[config.mk]
export PLATFORM = sky130hd
export DESIGN_NAME = pci_bus_initiator
export DESIGN_NICKNAME = d
export VERILOG_FILES = /design/src/rtl/pci_init_pkg.sv /design/src/rtl/pci_wdata_buf.sv /design/src/rtl/pci_devsel_timer.sv /design/src/rtl/pci_par_unit.sv /design/src/rtl/pci_bus_initiator.sv
export SDC_FILE = /design/constraint.sdc
export NUM_CORES = 1
export LEC_CHECK = 0
export BUFFER_PORTS_ARGS = -buffer_cell sky130_fd_sc_hd__buf_4
export CAP_MARGIN = 25
export CELL_PAD_IN_SITES_DETAIL_PLACEMENT = 1
export CELL_PAD_IN_SITES_GLOBAL_PLACEMENT = 1
export CORE_MARGIN = 2
export CORE_UTILIZATION = 39
export DETAILED_ROUTE_END_ITERATION = 8
export PLACE_DENSITY_LB_ADDON = 0.05
export SYNTH_ARGS = -nofsm -noshare
export SYNTH_HDL_FRONTEND = slang
export SYNTH_SLANG_ARGS = --single-unit
[constraint.sdc]
create_clock -name clk -period 3.55 [get_ports clk]
set_input_delay 0.71 -clock clk [delete_from_list [all_inputs] [get_ports clk]]
set_output_delay 0.71 -clock clk [all_outputs]
set_load 0.005 [all_outputs]
[src/rtl/pci_init_pkg.sv]
package pci_init_pkg;
    localparam int PCI_DW = 32;
    localparam int PCI_CW = 4;

    typedef enum logic [2:0] {
        ST_OK    = 3'd0,
        ST_ABORT = 3'd1,
        ST_RETRY = 3'd2,
        ST_DISC  = 3'd3,
        ST_PERR  = 3'd4
    } txn_stat_e;

    typedef enum logic [2:0] {
        PH_IDLE,
        PH_REQ,
        PH_ADDR,
        PH_DATA,
        PH_FIN
    } phase_e;

    typedef struct packed {
        logic [PCI_DW-1:0] addr;
        logic [PCI_CW-1:0] cmd;
        logic              wr;
    } txn_req_t;

    function automatic logic even_par(input logic [PCI_DW-1:0] ad,
                                      input logic [PCI_CW-1:0] cbe);
        return ^{ad, cbe};
    endfunction
endpackage

[src/rtl/pci_wdata_buf.sv]
module pci_wdata_buf
    import pci_init_pkg::*;
#(
    parameter int DEPTH = 30,
    parameter int IW    = 5
) (
    input  logic              clk,
    input  logic              ld,
    input  logic [IW-1:0]     ld_idx,
    input  logic [PCI_DW-1:0] ld_data,
    input  logic [IW-1:0]     rd_idx,
    output logic [PCI_DW-1:0] rd_data
);
    logic [PCI_DW-1:0] mem [DEPTH];

    always_ff @(posedge clk) begin
        if (ld && (32'(ld_idx) < DEPTH))
            mem[ld_idx] <= ld_data;
    end

    assign rd_data = (32'(rd_idx) < DEPTH) ? mem[rd_idx] : '0;
endmodule

[src/rtl/pci_devsel_timer.sv]
module pci_devsel_timer #(
    parameter int LIMIT = 5,
    parameter int CW    = $clog2(LIMIT + 1)
) (
    input  logic clk,
    input  logic rst,
    input  logic clr,
    input  logic run,
    output logic hit
);
    logic [CW-1:0] cnt;

    assign hit = (cnt == CW'(LIMIT - 1));

    always_ff @(posedge clk) begin
        if (rst || clr)
            cnt <= '0;
        else if (run && !hit)
            cnt <= cnt + CW'(1);
    end
endmodule

[src/rtl/pci_par_unit.sv]
module pci_par_unit
    import pci_init_pkg::*;
(
    input  logic              clk,
    input  logic              rst,
    input  logic              drv_en,
    input  logic [PCI_DW-1:0] drv_ad,
    input  logic [PCI_CW-1:0] drv_cbe,
    input  logic              inject,
    output logic              par_o,
    output logic              par_oe_o,
    input  logic              chk_arm,
    input  logic [PCI_DW-1:0] chk_ad,
    input  logic [PCI_CW-1:0] chk_cbe,
    input  logic              par_in,
    output logic              chk_bad,
    output logic              perr_n_o
);
    logic              pend;
    logic [PCI_DW-1:0] word_q;
    logic [PCI_CW-1:0] cbe_q;

    assign chk_bad = pend && (par_in != even_par(word_q, cbe_q));

    always_ff @(posedge clk) begin
        if (rst) begin
            par_o    <= 1'b0;
            par_oe_o <= 1'b0;
            pend     <= 1'b0;
            word_q   <= '0;
            cbe_q    <= '0;
            perr_n_o <= 1'b1;
        end else begin
            par_oe_o <= drv_en;
            par_o    <= drv_en ? (even_par(drv_ad, drv_cbe) ^ inject) : 1'b0;
            pend     <= chk_arm;
            if (chk_arm) begin
                word_q <= chk_ad;
                cbe_q  <= chk_cbe;
            end
            perr_n_o <= !chk_bad;
        end
    end
endmodule

[src/rtl/pci_bus_initiator.sv]
module pci_bus_initiator
    import pci_init_pkg::*;
#(
    parameter int MAX_BEATS  = 30,
    parameter int DEVSEL_TMO = 5,
    parameter int IW         = $clog2(MAX_BEATS),
    parameter int LW         = $clog2(MAX_BEATS + 1)
) (
    input  logic              clk,
    input  logic              rst,
    input  logic              cmd_valid,
    input  logic [PCI_DW-1:0] cmd_addr,
    input  logic [PCI_CW-1:0] cmd_code,
    input  logic [LW-1:0]     cmd_len,
    input  logic              cmd_write,
    input  logic              wd_load,
    input  logic [IW-1:0]     wd_idx,
    input  logic [PCI_DW-1:0] wd_data,
    input  logic              force_par_err,
    output logic              rd_valid_o,
    output logic [IW-1:0]     rd_idx_o,
    output logic [PCI_DW-1:0] rd_data_o,
    output logic              done_o,
    output logic [2:0]        status_o,
    output logic              idle_o,
    output logic              req_n_o,
    input  logic              gnt_n,
    input  logic              frame_n_i,
    input  logic              irdy_n_i,
    output logic              frame_n_o,
    output logic              irdy_n_o,
    input  logic              trdy_n,
    input  logic              stop_n,
    input  logic              devsel_n,
    output logic [PCI_DW-1:0] ad_o,
    output logic              ad_oe_o,
    input  logic [PCI_DW-1:0] ad_i,
    output logic [PCI_CW-1:0] cbe_n_o,
    output logic              par_o,
    output logic              par_oe_o,
    input  logic              par_i,
    output logic              perr_n_o
);
    phase_e            ph;
    txn_req_t          rq;
    logic [LW-1:0]     len_q;
    logic [LW-1:0]     beat;
    logic              xfer_any;
    logic              devsel_seen;
    logic              perr_seen;
    txn_stat_e         base_st;
    logic [PCI_DW-1:0] wbuf_word;
    logic              tmo_hit;
    logic              chk_bad;

    logic dev_ok, take, last_beat, next_last, abort_now, bus_free;

    assign dev_ok    = devsel_seen || !devsel_n;
    assign take      = (ph == PH_DATA) && !trdy_n && !devsel_n;
    assign last_beat = (beat == len_q - LW'(1));
    assign next_last = ((beat + LW'(1)) == (len_q - LW'(1)));
    assign abort_now = (ph == PH_DATA) && !dev_ok && tmo_hit;
    assign bus_free  = !gnt_n && frame_n_i && irdy_n_i;

    assign idle_o  = (ph == PH_IDLE);
    assign ad_oe_o = (ph == PH_ADDR) || ((ph == PH_DATA) && rq.wr);
    assign ad_o    = (ph == PH_ADDR) ? rq.addr :
                     (((ph == PH_DATA) && rq.wr) ? wbuf_word : '0);
    assign cbe_n_o = (ph == PH_ADDR) ? rq.cmd :
                     ((ph == PH_DATA) ? '0 : '1);

    pci_wdata_buf #(.DEPTH(MAX_BEATS), .IW(IW)) u_wbuf (
        .clk     (clk),
        .ld      (wd_load),
        .ld_idx  (wd_idx),
        .ld_data (wd_data),
        .rd_idx  (beat[IW-1:0]),
        .rd_data (wbuf_word)
    );

    pci_devsel_timer #(.LIMIT(DEVSEL_TMO)) u_tmo (
        .clk (clk),
        .rst (rst),
        .clr (ph == PH_REQ),
        .run ((ph == PH_ADDR) || (ph == PH_DATA)),
        .hit (tmo_hit)
    );

    pci_par_unit u_par (
        .clk      (clk),
        .rst      (rst),
        .drv_en   (ad_oe_o),
        .drv_ad   (ad_o),
        .drv_cbe  (cbe_n_o),
        .inject   (force_par_err),
        .par_o    (par_o),
        .par_oe_o (par_oe_o),
        .chk_arm  (take && !rq.wr),
        .chk_ad   (ad_i),
        .chk_cbe  (cbe_n_o),
        .par_in   (par_i),
        .chk_bad  (chk_bad),
        .perr_n_o (perr_n_o)
    );

    always_ff @(posedge clk) begin
        if (rst) begin
            ph          <= PH_IDLE;
            rq          <= '0;
            len_q       <= '0;
            beat        <= '0;
            xfer_any    <= 1'b0;
            devsel_seen <= 1'b0;
            perr_seen   <= 1'b0;
            base_st     <= ST_OK;
            req_n_o     <= 1'b1;
            frame_n_o   <= 1'b1;
            irdy_n_o    <= 1'b1;
            done_o      <= 1'b0;
            status_o    <= ST_OK;
            rd_valid_o  <= 1'b0;
            rd_idx_o    <= '0;
            rd_data_o   <= '0;
        end else begin
            done_o     <= 1'b0;
            rd_valid_o <= 1'b0;
            if (chk_bad)
                perr_seen <= 1'b1;
            unique case (ph)
                PH_IDLE: begin
                    if (cmd_valid) begin
                        rq      <= '{addr: cmd_addr, cmd: cmd_code, wr: cmd_write};
                        len_q   <= cmd_len;
                        req_n_o <= 1'b0;
                        ph      <= PH_REQ;
                    end
                end
                PH_REQ: begin
                    if (bus_free) begin
                        frame_n_o   <= 1'b0;
                        beat        <= '0;
                        xfer_any    <= 1'b0;
                        devsel_seen <= 1'b0;
                        perr_seen   <= 1'b0;
                        ph          <= PH_ADDR;
                    end
                end
                PH_ADDR: begin
                    irdy_n_o    <= 1'b0;
                    req_n_o     <= 1'b1;
                    devsel_seen <= !devsel_n;
                    if (len_q <= LW'(1))
                        frame_n_o <= 1'b1;
                    ph <= PH_DATA;
                end
                PH_DATA: begin
                    devsel_seen <= dev_ok;
                    if (abort_now) begin
                        frame_n_o <= 1'b1;
                        irdy_n_o  <= 1'b1;
                        base_st   <= ST_ABORT;
                        ph        <= PH_FIN;
                    end else begin
                        if (take) begin
                            beat     <= beat + LW'(1);
                            xfer_any <= 1'b1;
                            if (!rq.wr) begin
                                rd_valid_o <= 1'b1;
                                rd_idx_o   <= beat[IW-1:0];
                                rd_data_o  <= ad_i;
                            end
                        end
                        if (!stop_n) begin
                            frame_n_o <= 1'b1;
                            irdy_n_o  <= 1'b1;
                            base_st   <= (take || xfer_any) ? ST_DISC : ST_RETRY;
                            ph        <= PH_FIN;
                        end else if (take && last_beat) begin
                            frame_n_o <= 1'b1;
                            irdy_n_o  <= 1'b1;
                            base_st   <= ST_OK;
                            ph        <= PH_FIN;
                        end else if (take && next_last) begin
                            frame_n_o <= 1'b1;
                        end
                    end
                end
                PH_FIN: begin
                    done_o   <= 1'b1;
                    status_o <= (perr_seen || chk_bad) ? ST_PERR : base_st;
                    ph       <= PH_IDLE;
                end
                default: ph <= PH_IDLE;
            endcase
        end
    end
endmodule

* After elaboration in Yosys (flattened, before gate mapping)
Memories as Yosys holds them, arrays and structs flattened. A register that Yosys moved wholly into a read port is not among the register bits.
Cells that the tools add are included.
** Operators by class
- Equality and inequality tests :: 16
- Mux-type cells :: 46
- Bitwise gates (word level) :: 6
- Add/sub/neg operators :: 3
- Order comparisons :: 3
- Reductions and logical operators :: 44
** Operators by type and width (number)
- $mux 32 :: 3
- $reduce_xor 36->1 :: 2
- $mux 3 :: 9
- $mux 5 :: 5
- $mux 1 :: 20
- $logic_and 1x1->1 :: 13
- $pmux 3 s4 :: 1
- $reduce_and 4->1 :: 3
- $eq 5x5->1 :: 2
- $lt 5x5->1 const B :: 2
- $pmux 5 s2 :: 1
- $reduce_and 2->1 :: 5
- $mux 4 :: 2
- $ne 2x2->1 const B :: 4
- $logic_not 1->1 :: 7
- $eq 3x2->1 const B :: 2
- $eq 3x3->1 const B :: 2
- $logic_or 1x1->1 :: 6
- $pmux 1 s2 :: 3
- $pmux 1 s3 :: 2
- $reduce_bool 2->1 :: 3
- $add 5x1->5 const B :: 1
- $le 5x1->1 const B :: 1
- $ne 5x3->1 const B :: 1
- 14 further kinds :: 18
** Word-level totals
- Bits in registers :: 144
- RAM bits :: 960
- Bits of input ports :: 123
- Logic and storage cells :: 144
- Output and inout bits :: 86
- Memories :: 1
** Memories
- u_wbuf.mem :: depth 30, width 32, rd ports 1, clocked after memory_dff 1, wr ports 1, line pci_wdata_buf.sv:14 : logic [PCI_DW-1:0] mem [DEPTH];

* Logic depth before layout (Yosys ltp)
- Word-level depth :: 9
- Depth in mapped cells :: 17
- Mapped depth without buffers :: 11

* Cells and area by module
Synthesis repeated with hierarchy kept, for this count alone.
** Second synthesis, totals
- Cells, all modules :: 2760
- Area, all modules :: 43934.6 um^2
** By module, submodules not included
- pci_wdata_buf :: instances 1, area an instance 37427.1 um^2, cells each 2009, seq. area each 28827.6 um^2
- pci_bus_initiator :: instances 1, area an instance 4230.3 um^2, cells each 538, seq. area each 2001.9 um^2
- pci_par_unit :: instances 1, area an instance 2089.5 um^2, cells each 195, seq. area each 800.8 um^2
- pci_devsel_timer :: instances 1, area an instance 187.7 um^2, cells each 18, seq. area each 60.1 um^2

* Worst setup path before layout
No wires, ideal clock.
- Path kind :: register to register
- Start :: register with a tool-made name
- End :: register u_par.par_o
- Data arrival time :: 3.218 ns
- Path buffers :: 5
- Cell stages (with the launch flop) :: 14
- Data required time :: 3.477 ns
- Slack :: 0.259 ns
- Period minus slack after synthesis :: 3.291 ns
- Setup time :: 0.073 ns
- Path through :: dfxtp_1 -> buf_6 -> buf_12 -> buf_8 -> buf_6 -> buf_6 -> mux4_2 -> a221oi_1 -> a21oi_1 -> or3b_2 -> nand3_1 -> xnor2_1 -> xnor3_1 -> nor3_2
** RTL lines
- end signal: assignment :: line pci_par_unit.sv:35 : par_o <= drv_en ? (even_par(drv_ad, drv_cbe) ^ inject) : 1'b0;
- end: declaration :: line pci_par_unit.sv:10 : output logic par_o,

==> flow_summary.json <==
{
  "status": "finished, violations left",
  "violations": "negative setup slack",
  "fmaxAchievable_mhz": 261,
  "post-place-ws_ns": -0.698,
  "fin_area_um2": 55200,
  "dpl_cell_area_um2": 49000,
  "fin_hold_ws_ns": 0.250,
  "rsz0062_at_grt": "yes",
  "setup_slack_ns": -0.284,
  "start_util_pct": 39.4,
  "critPathMaxStageDelay_ns": 0.54,
  "maxSlewViolCount": 0,
  "holdPathStages": 3,
  "first_pass_iters": 5,
  "synth.distinct_cells": 81,
  "final_cell_mix": "edfxtp_1, buf_4, nand2_1",
  "cp.arrival_ns": 3.12,
  "root_buffer": "clkbuf_16",
  "grt_pass1_vias": 27400,
  "die_w_um": 339,
  "worst_pin_slew_ns": 0.935,
  "p_leak_nw": 18.3,
  "setup_viol": 32,
  "min-delay-path-class": "in2reg",
  "cp-end-kind": "output pin",
  "die_area_um2": 115000,
  "rr_worst_depth": 11,
  "grt_max_degree": 73,
  "start_kind": "register",
  "track_usage_pct": 25.5,
  "cts_buffers": 120,
  "grt_pass1_wl_mm": 208,
  "h-tree-depth": 3,
  "syn_avg_cell_area_um2": 17.3,
  "via_per_inst": 5.62,
  "antenna_found_initial": 4,
  "synth_fp_nets": 2656,
  "hold_violations": 0,
  "place.port_buffers": 208,
  "path_cells": "buf_12, mux4_1, mux4_2, a32oi_1, a21boi_4, buf_6, inv_1, buf_4",
  "min_period_ns": 3.83,
  "syn_area_um2": 43800,
  "ys_seq_area_share_pct": 72.6,
  "synth_cells": 2528,
  "hp-start": "cmd_addr[27]",
  "power.density_nw_per_um2": 496,
  "cp_num_buf_inv": 4,
  "std_cell_rows": 122,
  "routedWlPerCell_um": 31.7,
  "clock_path_buffers": 3,
  "crit_fanout": 10,
  "ys_warn_count": 0,
  "die_h_um": 339,
  "postLayoutCoreUtil_pct": 49.7,
  "synth_edf_count": 960,
  "cap_violations": 0,
  "grt.overflow.total": 0,
  "dpl.hpwl_mm": 87.4,
  "critPathTopFamily": "multiplexers",
  "ant_nets": 0,
  "whs_endpoint": "rq[32]$_SDFFE_PP0P_",
  "io_pins": 209,
  "required_ns": 2.84,
  "regToRegSetupSlack_ns": -0.21,
  "dp.cells": 4346,
  "fin_skew_ns": 0.0246,
  "drc": 0,
  "cts_tree": "done",
  "ys_ff_latch": 1108,
  "layout_commonest_cell": "edfxtp_1",
  "path_clk_slew_ns": 0.06,
  "area_delta_synth_final_pct": 26.1,
  "vias": 26200,
  "final_cells": 4660,
  "drive_above_1_share_pct": 35.5,
  "synth_top_flop_cell": "edfxtp_1",
  "fin_crit_sh_pct": 108,
  "synthArstFlopShare_pct": 0,
  "gp_congestion": 0.796,
  "peakVddDrop_uv": 409,
  "worst_skew_pair.late_latency_ns": 0.73,
  "path_class": "reg2out",
  "max-slew-margin-rel_pct": 37.5,
  "core_area_um2": 111000,
  "cts.sinks": 1108,
  "drt_iter0_drc": 2391,
  "drt_wl_total_mm": 148,
  "timing.rr.end": "u_par.par_o$_SDFF_PP0_",
  "crit_path_top_delay_cell": "mux4_1",
  "final_nets": 3198
}
-- what timing repair did --
action                                  4_1_cts  5_1_grt
setup buffers                                65       27
endpoints found under the setup margin       33       33
hold buffers                                  0        0
cloned                                       10        1
pin swaps                                    45       30
resized for setup                           251       74
endpoints found under the hold margin         0        0
-- cells in the mapped netlist (all sizes together), types with 6 or more instances --
cell | count | share of area [%]
o21ai | 31 | 0.35
a221oi | 13 | 0.27
nor4 | 6 | 0.10
or3 | 9 | 0.13
clkbuf | 64 | 0.60
edfxtp | 960 | 66
a21o | 11 | 0.19
a21oi | 139 | 1.6
mux2i | 73 | 1.7
and3 | 7 | 0.10
mux2 | 23 | 0.59
mux4 | 195 | 10
dfxtp | 148 | 6.8
a22oi | 22 | 0.38
and2 | 8 | 0.11
a31oi | 6 | 0.086
a32oi | 8 | 0.16
nand4 | 6 | 0.086
nor2b | 21 | 0.30
nor3 | 29 | 0.34
a211o | 8 | 0.16
o22ai | 24 | 0.34
nand3 | 31 | 0.35
nand2b | 14 | 0.20
xor2 | 17 | 0.34
or2 | 9 | 0.13
nand2 | 294 | 2.5
o31ai | 7 | 0.12
xnor2 | 50 | 1.0
buf | 77 | 1.6
o211ai | 17 | 0.29
nor2 | 84 | 0.72
a211oi | 25 | 0.43
inv | 20 | 0.17
-- registers in the layout, indices dropped and copies added (netlist names), 4 cells and up, named ones only --
| signal | count |
|---|---|
| beat | 5 |
| len_q | 5 |
| rd_data_o | 32 |
| rd_idx_o | 5 |
| rq | 37 |
| u_par.cbe_q | 4 |
| u_par.word_q | 32 |
| u_wbuf.mem | 960 |
-- stage by stage --
stage                     total power [mW]  setup TNS [ns]
after floorplan                       14.9               0
after global placement                15.3           -1.61
after detailed placement              15.4           -1.59
after CTS                             27.6           -7.64
after global routing                  28.2           -8.69
final                                 27.4           -5.30
-- where the power goes --
| part | internal, mW | leakage (nW) | switching (mW) | total, mW |
|---|---|---|---|---|
| Sequential | 14.3 | 9.85 | 0.0813 | 14.4 |
| Combinational | 0.257 | 6.55 | 0.484 | 0.741 |
| Clock | 7.07 | 1.89 | 5.21 | 12.3 |
-- worst reg2reg max path, cell delays in order (launching register included) --
cell and delay [ns]:
dfxtp_4 0.41, buf_6 0.17, bufbuf_16 0.28, mux4_1 0.55, mux4_2 0.48, nor2_1 0.12
o31ai_1 0.10, xor3_1 0.40, xnor3_2 0.47, xnor3_2 0.37, xnor3_1 0.26, nor3_2 0.10
-- cell type report --
class | count | area (µm²)
diodes | 1 | 2.50
clock buffers | 153 | 3240
clock inverters | 70 | 599
fillers | 10500 | 55800
inverters | 20 | 75.1
multi-input cells | 1257 | 12000
flip-flops and latches | 1108 | 31800
well taps | 1488 | 1860
repair buffers | 563 | 5630
-- cell families (layout without fill, tap and decap cells) --
logic type	after synthesis	count (layout)	share of synthesized area, %
flops	1108	1108	72.6
fa+ha+maj	5	5	0.143
other cells	0	1	0
mux	291	291	12.4
buf+inv	163	806	2.45
xor+xnor	73	73	1.65
compound gates	353	353	5.29
simple gates	535	535	5.42
-- routing by layer --
layer	global-route usage (%)	share of wire, %
met1	36.0	44
met2	41.5	48
met3	4.19	6.2
met4	5.48	1.7
met5	0	0.0088
-- worst max path at each step --
stage          startpoint                     end  slack [ns]  cells past startpoint
2_1_floorplan    register  u_par.par_o$_SDFF_PP0_        0.26                     13
3_3_place_gp     register  u_par.par_o$_SDFF_PP0_       -0.74                     12
3_5_place_dp     register  u_par.par_o$_SDFF_PP0_       -0.70                     12
4_1_cts          register                 ad_o[4]       -0.35                      7
5_1_grt          register                ad_o[17]       -0.38                      8
6_report         register                ad_o[17]       -0.28                      8
(Power assumes the default switching activity.)
